<file path="src/rtl/csel_pkg.sv">
package csel_pkg;
  typedef enum logic [1:0] {
    REG_BASE = 2'd0,
    REG_MASK = 2'd1,
    REG_CTRL = 2'd2,
    REG_RSVD = 2'd3
  } csel_reg_e;
endpackage

</file>
<file path="src/rtl/csel_regfile.sv">
module csel_regfile #(
  parameter int NUM_CH = 8,
  parameter int CMP_W  = 16,
  localparam int CH_W  = $clog2(NUM_CH)
) (
  input  logic                         clk_i,
  input  logic                         rst_ni,
  input  logic                         wr_en_i,
  input  logic [CH_W-1:0]              wr_ch_i,
  input  logic [1:0]                   wr_sel_i,
  input  logic [CMP_W-1:0]             wr_data_i,
  input  logic [CH_W-1:0]              rd_ch_i,
  input  logic [1:0]                   rd_sel_i,
  output logic [CMP_W-1:0]             rd_data_o,
  output logic [NUM_CH-1:0][CMP_W-1:0] base_o,
  output logic [NUM_CH-1:0][CMP_W-1:0] mask_o,
  output logic [NUM_CH-1:0]            en_o
);
  import csel_pkg::*;

  csel_reg_e wsel, rsel;
  logic [CMP_W-1:0] rd_d;

  assign wsel = csel_reg_e'(wr_sel_i);
  assign rsel = csel_reg_e'(rd_sel_i);

  always_ff @(posedge clk_i or negedge rst_ni) begin
    if (!rst_ni) begin
      base_o <= '0;
      mask_o <= '0;
      en_o   <= '0;
    end else if (wr_en_i) begin
      unique case (wsel)
        REG_BASE: base_o[wr_ch_i] <= wr_data_i;
        REG_MASK: mask_o[wr_ch_i] <= wr_data_i;
        REG_CTRL: en_o[wr_ch_i]   <= wr_data_i[0];
        default:  ;
      endcase
    end
  end

  always_comb begin
    unique case (rsel)
      REG_BASE: rd_d = base_o[rd_ch_i];
      REG_MASK: rd_d = mask_o[rd_ch_i];
      REG_CTRL: rd_d = {{(CMP_W-1){1'b0}}, en_o[rd_ch_i]};
      default:  rd_d = '0;
    endcase
  end

  always_ff @(posedge clk_i or negedge rst_ni) begin
    if (!rst_ni) rd_data_o <= '0;
    else         rd_data_o <= rd_d;
  end
endmodule

</file>
<file path="src/rtl/csel_match.sv">
module csel_match #(
  parameter int NUM_CH = 8,
  parameter int CMP_W  = 16
) (
  input  logic [CMP_W-1:0]             addr_hi_i,
  input  logic [NUM_CH-1:0][CMP_W-1:0] base_i,
  input  logic [NUM_CH-1:0][CMP_W-1:0] mask_i,
  input  logic [NUM_CH-1:0]            en_i,
  output logic [NUM_CH-1:0]            hit_o
);
  for (genvar n = 0; n < NUM_CH; n++) begin : g_ch
    // mask bit 1 = don't care
    assign hit_o[n] = en_i[n] && (((addr_hi_i ^ base_i[n]) & ~mask_i[n]) == '0);
  end
endmodule

</file>
<file path="src/rtl/csel_prio.sv">
module csel_prio #(
  parameter int NUM_CH = 8
) (
  input  logic [NUM_CH-1:0] hit_i,
  output logic [NUM_CH-1:0] win_o,
  output logic              multi_o
);
  // isolate lowest set bit; more than one bit if clearing it leaves any
  assign win_o   = hit_i & (~hit_i + NUM_CH'(1));
  assign multi_o = (hit_i & (hit_i - NUM_CH'(1))) != '0;
endmodule

</file>
<file path="src/rtl/csel_unit.sv">
module csel_unit #(
  parameter int NUM_CH = 8,
  parameter int ADDR_W = 32,
  parameter int CMP_W  = 16,
  localparam int CH_W  = $clog2(NUM_CH)
) (
  input  logic              clk_i,
  input  logic              rst_ni,
  input  logic [ADDR_W-1:0] addr_i,
  input  logic              valid_i,
  input  logic              wr_en_i,
  input  logic [CH_W-1:0]   wr_ch_i,
  input  logic [1:0]        wr_sel_i,
  input  logic [CMP_W-1:0]  wr_data_i,
  input  logic [CH_W-1:0]   rd_ch_i,
  input  logic [1:0]        rd_sel_i,
  output logic [CMP_W-1:0]  rd_data_o,
  output logic [NUM_CH-1:0] cs_no,
  output logic              overlap_o
);
  logic [NUM_CH-1:0][CMP_W-1:0] base, mask;
  logic [NUM_CH-1:0] en, hit, win;
  logic multi;

  csel_regfile #(.NUM_CH(NUM_CH), .CMP_W(CMP_W)) u_regs (
    .clk_i, .rst_ni, .wr_en_i, .wr_ch_i, .wr_sel_i, .wr_data_i,
    .rd_ch_i, .rd_sel_i, .rd_data_o,
    .base_o(base), .mask_o(mask), .en_o(en)
  );

  csel_match #(.NUM_CH(NUM_CH), .CMP_W(CMP_W)) u_match (
    .addr_hi_i(addr_i[ADDR_W-1 -: CMP_W]),
    .base_i(base), .mask_i(mask), .en_i(en), .hit_o(hit)
  );

  csel_prio #(.NUM_CH(NUM_CH)) u_prio (
    .hit_i(hit), .win_o(win), .multi_o(multi)
  );

  always_ff @(posedge clk_i or negedge rst_ni) begin
    if (!rst_ni) begin
      cs_no     <= '1;
      overlap_o <= 1'b0;
    end else begin
      cs_no     <= valid_i ? ~win : '1;
      overlap_o <= valid_i && multi;
    end
  end

  AST_CS_ONEHOT: assert property (@(posedge clk_i) disable iff (!rst_ni)
    $onehot0(~cs_no));
  AST_IDLE_NO_CS: assert property (@(posedge clk_i) disable iff (!rst_ni)
    !valid_i |=> (cs_no == '1) && !overlap_o);
  AST_OVERLAP_HAS_CS: assert property (@(posedge clk_i) disable iff (!rst_ni)
    overlap_o |-> (cs_no != '1));
  AST_DISABLED_NO_CS: assert property (@(posedge clk_i) disable iff (!rst_ni)
    1'b1 |=> ((~cs_no & ~$past(en)) == '0));
endmodule

</file>
<file path="config.mk">
export PLATFORM = sky130hd
export DESIGN_NAME = csel_unit
export DESIGN_NICKNAME = d
export VERILOG_FILES = /design/src/rtl/csel_pkg.sv /design/src/rtl/csel_regfile.sv /design/src/rtl/csel_match.sv /design/src/rtl/csel_prio.sv /design/src/rtl/csel_unit.sv
export SDC_FILE = /design/constraint.sdc
export NUM_CORES = 1
export LEC_CHECK = 0
export BUFFER_PORTS_ARGS = -buffer_cell sky130_fd_sc_hd__clkbuf_2
export CORE_MARGIN = 2
export CORE_UTILIZATION = 61
export DETAILED_ROUTE_END_ITERATION = 6
export GPL_TIMING_DRIVEN = 1
export PLACE_DENSITY = 0.8
export SETUP_SLACK_MARGIN = 0.02
export SLEW_MARGIN = 15
export SYNTH_ARGS = -nofsm -noshare
export SYNTH_HDL_FRONTEND = slang
export SYNTH_SLANG_ARGS = --single-unit
</file>
<file path="constraint.sdc">
create_clock -name clk_i -period 2 [get_ports clk_i]
set_input_delay 0.1 -clock clk_i [delete_from_list [all_inputs] [get_ports clk_i]]
set_output_delay 0.1 -clock clk_i [all_outputs]
set_load 0.05 [all_outputs]
</file>
Yosys cells after proc, flatten, opt, wreduce, memory -nomap -nowiden. Index checks and enable logic that the tools add are counted.

Equality and inequality tests: 4. Mux-type cells: 15. Add/sub/neg operators: 2. Magnitude comparators: 3. Bitwise logic cells: 28. Reductions and logical operators: 24.

Operators by type and width (number): $bwmux W128 (2); $and A16 B16 Y16 (8); $logic_not A16 Y1 (8); $not A16 Y16 (8); $xor A16 B16 Y16 (8); $bmux W16 S3 (2); $demux W16 S3 (1); $mux W16 (3); $pmux W16 S3 (1); $and A8 B8 Y8 (2); $not A8 Y8 (2); $logic_and A1 B1 Y1 (10); $add A8 B1 Y8 const B (1); $bwmux W8 (1); $lt A3 B4 Y1 const B (2); $mux W8 (1); $reduce_bool A8 Y1 (1); $sub A8 B1 Y8 const B (1); $reduce_and A2 Y1 (3); $eq A2 B1 Y1 const B (2); $eq A2 B2 Y1 const B (2); $logic_not A2 Y1 (2); $bmux W1 S3 (1); $demux W1 S3 (1); other kinds (2) (3).

Input port bits: 62. Word-level logic and storage cells: 96. Output and inout bits: 25. Bits in registers: 289.

Longest topological paths before layout.
Word-level depth: 9. Gate-level depth with buffers: 8. Depth with buffers taken out: 7.

Hierarchy. A second synthesis with hierarchy kept.

Cells, all modules: 1125. Area, all modules: 15092.0 µm².

By module, submodules not included: csel_regfile (area an instance 12757.2 µm², cells an instance 839, instances 1, sequential area each 7006.7 µm²); csel_match (area an instance 1888.1 µm², cells an instance 248, instances 1, sequential area each 0.0 µm²); csel_unit (area an instance 285.3 µm², cells an instance 19, instances 1, sequential area each 235.2 µm²); csel_prio (area an instance 161.4 µm², cells an instance 19, instances 1, sequential area each 0.0 µm²).

Least setup slack after synthesis. Ideal clock, no wire load.

Kind: register to register. Start: reg u_regs.base_o[69] in the netlist's numbering. End: reg overlap_o. Clock period less this slack: 1.759 ns. Setup slack: 0.241 ns. Stages on the path, launching flop included: 8. Path buffers: 0. Library setup time: 0.111 ns. Data required time: 1.889 ns. Data arrival time: 1.647 ns. Cells stage by stage: dfrtp_1 -> xnor2_2 -> o22ai_1 -> nor4_1 -> o2111ai_1 -> o211ai_1 -> a21oi_1 -> a2111oi_2.

Longest elaborated chain between the ends: 8.

RTL lines: from (decl) (line csel_regfile.sv:15) `output logic [NUM_CH-1:0][CMP_W-1:0] base_o,`; from (signal, indexed assignment) (line csel_regfile.sv:34) `REG_BASE: base_o[wr_ch_i] <= wr_data_i;`; $xor A16 B16 Y16 (*) (line csel_match.sv:13) `assign hit_o[n] = en_i[n] && (((addr_hi_i ^ base_i[n]) & ~mask_i[n]) == '0);`; $and A16 B16 Y16 (*) (line csel_match.sv:13); $logic_not A16 Y1 (*) (line csel_match.sv:13); $logic_and A1 B1 Y1 (*) (line csel_match.sv:13); $sub A8 B1 Y8 (line csel_prio.sv:10) `assign multi_o = (hit_i & (hit_i - NUM_CH'(1))) != '0;`; $and A8 B8 Y8 (*) (line csel_prio.sv:10); $reduce_bool A8 Y1 (*) (line csel_prio.sv:10); $logic_and A1 B1 Y1 (*) (line csel_unit.sv:46) `overlap_o <= valid_i && multi;`; to (signal assigned) (line csel_unit.sv:46); to (decl) (line csel_unit.sv:19) `output logic overlap_o`.

Every way passes the cells marked *; elsewhere a longest branch is shown, timed or not. A chain may end at the register's enable or synchronous reset.

Worst setup path in the final report.
Start: reg u_regs.base_o[6] in the netlist's numbering. End: reg overlap_o.

The elaborated chain is that of the path after synthesis.

==> flow_metrics.env <==
export IMPL_crit_path_cell_trace="xnor2_2 -> o22ai_1 -> nor4_4 -> o2111ai_2 -> o21ai_1 -> nand2_1 -> a2111oi_2"
export IMPL_synth_cell_types=40
export IMPL_drv_slew=0
export IMPL_drt_initial_drc_count=1037
export IMPL_die_w_um=159
export IMPL_syn_to_final_growth_pct=24.8
export IMPL_leakage_nw=8.03
export IMPL_worstSkewPairLatency_ns=0.56
export IMPL_root_buffer="clkbuf_16"
export IMPL_die_h_um=159
export IMPL_core_area_um2=23500
export IMPL_grt_pass1_wl_um=68900
export IMPL_worst_pin_slew_ns=0.735
export IMPL_min_to="u_regs.base_o[122]"
export IMPL_r2r_end="overlap_o"
export IMPL_min_from="wr_data_i[10]"
export IMPL_synthSimpleGateAreaFrac_pct=3.47
export IMPL_antenna_found_initial=1
export IMPL_final_period_utilization_pct=107
export IMPL_routed_wl_um=47200
export IMPL_synthCells=1001
export IMPL_dp_slack_ns=-0.257
export IMPL_final_cell_count_no_fill=1541
export IMPL_timing_final_ws_setup_ns=-0.148
export IMPL_yosysMostFrequentCell="dfrtp_1"
export IMPL_yosys_area_top_type="dfrtp_1"
export IMPL_p_per_area_nw_per_um2=1060
export IMPL_hold_path_depth=2
export IMPL_drt_pass1_iter_count=7
export IMPL_synth_area_top_cells="dfrtp_1 (48%), mux2_2 (18%), mux4_2 (13%), xnor2_1 (7.6%), mux2_1 (2.2%)"
export IMPL_met1_usage_pct=48.2
export IMPL_drive_gt1_share_pct=58.4
export IMPL_cts_made_buffers=31
export IMPL_violations="setup timing"
export IMPL_fin_nets=1259
export IMPL_worstSetupPathType="reg2reg"
export IMPL_synth_fa_ha_area_share_pct=0
export IMPL_nFillCells=1338
export IMPL_hold_slack_ns=0.0253
export IMPL_final_hold_viol_count=0
export IMPL_maxCapViolCount=0
export IMPL_die_area_um2=25300
export IMPL_vias=10473
export IMPL_io_buffers=70
export IMPL_synth_flop_cell="dfrtp_1"
export IMPL_cp_max_fo=4
export IMPL_period_needed_ns=2.15
export IMPL_required_ns=2.45
export IMPL_setup_violations=7
export IMPL_dp_hpwl_um=30300
export IMPL_status="complete, but fails checks"
export IMPL_pin_count=87
export IMPL_ant_nets=0
export IMPL_place_congestion=0.963
export IMPL_regToRegSetupSlack_ns=-0.15
export IMPL_grt_busiest_layer="met2"
export IMPL_start_kind="register"
export IMPL_max_stage_delay_ns=0.42
export IMPL_reg2reg_depth=7
export IMPL_avgSynthCellArea_um2=14.6
export IMPL_ir_drop_mv=0.715
export IMPL_first_global_vias=10912
export IMPL_synth_compound_area_share_pct=3.63
export IMPL_clk_pin_slew_ns=0.06
export IMPL_synth_top_family_by_area="multiplexers"
export IMPL_slowest_stage="dfrtp_1"
export IMPL_synthMuxAreaShare_pct=33.0
export IMPL_worstPathArrival_ns=2.60
export IMPL_grt_setup_unrepaired="yes"
export IMPL_seq_area_frac_synth_pct=49.4
export IMPL_max_freq_ghz=0.466
export IMPL_ys_ff_latch=289
export IMPL_grt_ovfl_total=0
export IMPL_async_flop_share_pct=100
export IMPL_clockBufferDepth=3
export IMPL_drc_errors=0
export IMPL_yosys_warnings=0
export IMPL_synth_fp_nets=1063
export IMPL_synth_xor_area_share_pct=7.70
export IMPL_grt_use_total_pct=36.9
export IMPL_endpoint_kind="register"
export IMPL_cts_max_level=1
export IMPL_use_met2_pct=57.5
export IMPL_setup_tns_ns=-0.580
export IMPL_num_rows=56
export IMPL_start_util_pct=62.2
export IMPL_max_slew_margin_pct=50.9
export IMPL_dp_cells=1468
export IMPL_grt_max_degree=97
export IMPL_synth_commonest_cells="dfrtp_1 (281), mux2_2 (236), xnor2_1 (127), mux4_2 (82), o22ai_1 (48)"
export IMPL_worstReg2RegStart="u_regs.base_o[6]"
export IMPL_cts_tree="done"
export IMPL_p_total_mw=19.5
export IMPL_fin_skew_ns=0.00863
export IMPL_syn_area_um2=14700
export IMPL_hold_path_class="in2reg"
export IMPL_cts_sinks=289
export IMPL_wire_per_inst_um=30.6
export IMPL_synth_edff_count=0
export IMPL_via_per_inst=6.80
export IMPL_met3_usage_pct=9.92
export IMPL_synth_top_area_share_pct=48.0
report_power, final:
group | switching (mW) | internal [mW]
combinational | 2.32 | 2.80
clock | 2.42 | 3.76
sequential | 1.21 | 6.94
metrics by stage:
stage	util, %	instance area, µm²
3_3_place_gp	69.4	16300
2_1_floorplan	-	14700
4_1_cts	76.2	17900
3_5_place_dp	69.4	16300
6_report	77.7	18300
5_1_grt	77.7	18300
placed cells by master (no fill, tap or decap), types with 23 or more instances in the layout:
cell and count:
buf_4 140, clkbuf_16 31, clkbuf_2 67, dfrtp_1 280, mux2_1 29, mux2_2 236
mux4_2 82, o22ai_1 23, xnor2_1 87, xnor2_2 41
timing repair:
action                                  CTS  global route
hold buffers                              4             1
setup buffers                             5             6
pin swaps                                32            37
resized for setup                        69            44
hold endpoints to repair                295             7
endpoints found under the setup margin    8             8
critical path: cells and delay by family, from the launching register on:
family	cells	cell delay (ns)
XOR/XNOR	1	0.28
AND/OR/NAND/NOR	2	0.37
AO/OA/AOI/OAI	4	0.96
flip-flops	1	0.42
layer usage:
layer,vias up,part of all wire [%],wire (µm)
met3,196,10,4860
met2,709,47,22300
met1,5430,37,17400
li1,4138,-,-
met5,-,0,0
met4,0,5.6,2620
flip-flops by register name, indices dropped and copies added, names as in the netlist:
register	cells
u_regs.base_o	128
u_regs.rd_data_o	16
u_regs.mask_o	128
overlap_o	1
cs_no	8
u_regs.en_o	8
cell type report:
type                    count  area (µm²)  area share [%]
multi-input cells         640        7730            42.3
flip-flops and latches    289        7240            39.6
repair buffers            233        1800            9.86
clock buffers              41         853            4.67
well taps                 319         399            2.18
clock inverters            16         239            1.31
inverters                   2        7.51          0.0411
diodes                      1        2.50          0.0137
worst max-delay path by stage:
stage / startpoint / endpoint / slack (ns)
detailed placement: addr_i[26] / cs_no[7] / -0.26
CTS: u_regs.base_o[18] / cs_no[7] / -0.03
floorplan: u_regs.base_o[69] / overlap_o / 0.24
global placement: addr_i[16] / overlap_o / -0.24
finish: u_regs.base_o[6] / overlap_o / -0.15
global route: u_regs.base_o[118] / overlap_o / -0.22
kinds of logic (layout without fill, tap and decap cells):
| group | count (synthesis) | in the layout |
|---|---|---|
| other | 0 | 1 |
| muxes | 348 | 348 |
| and+or+nand+nor | 87 | 87 |
| AOI/OAI and AO/OA | 77 | 77 |
| xor gates and xnor gates | 128 | 128 |
| DFF | 289 | 289 |
| buffers and inverters | 72 | 292 |
Note: power is estimated with default switching activity, not from simulation.
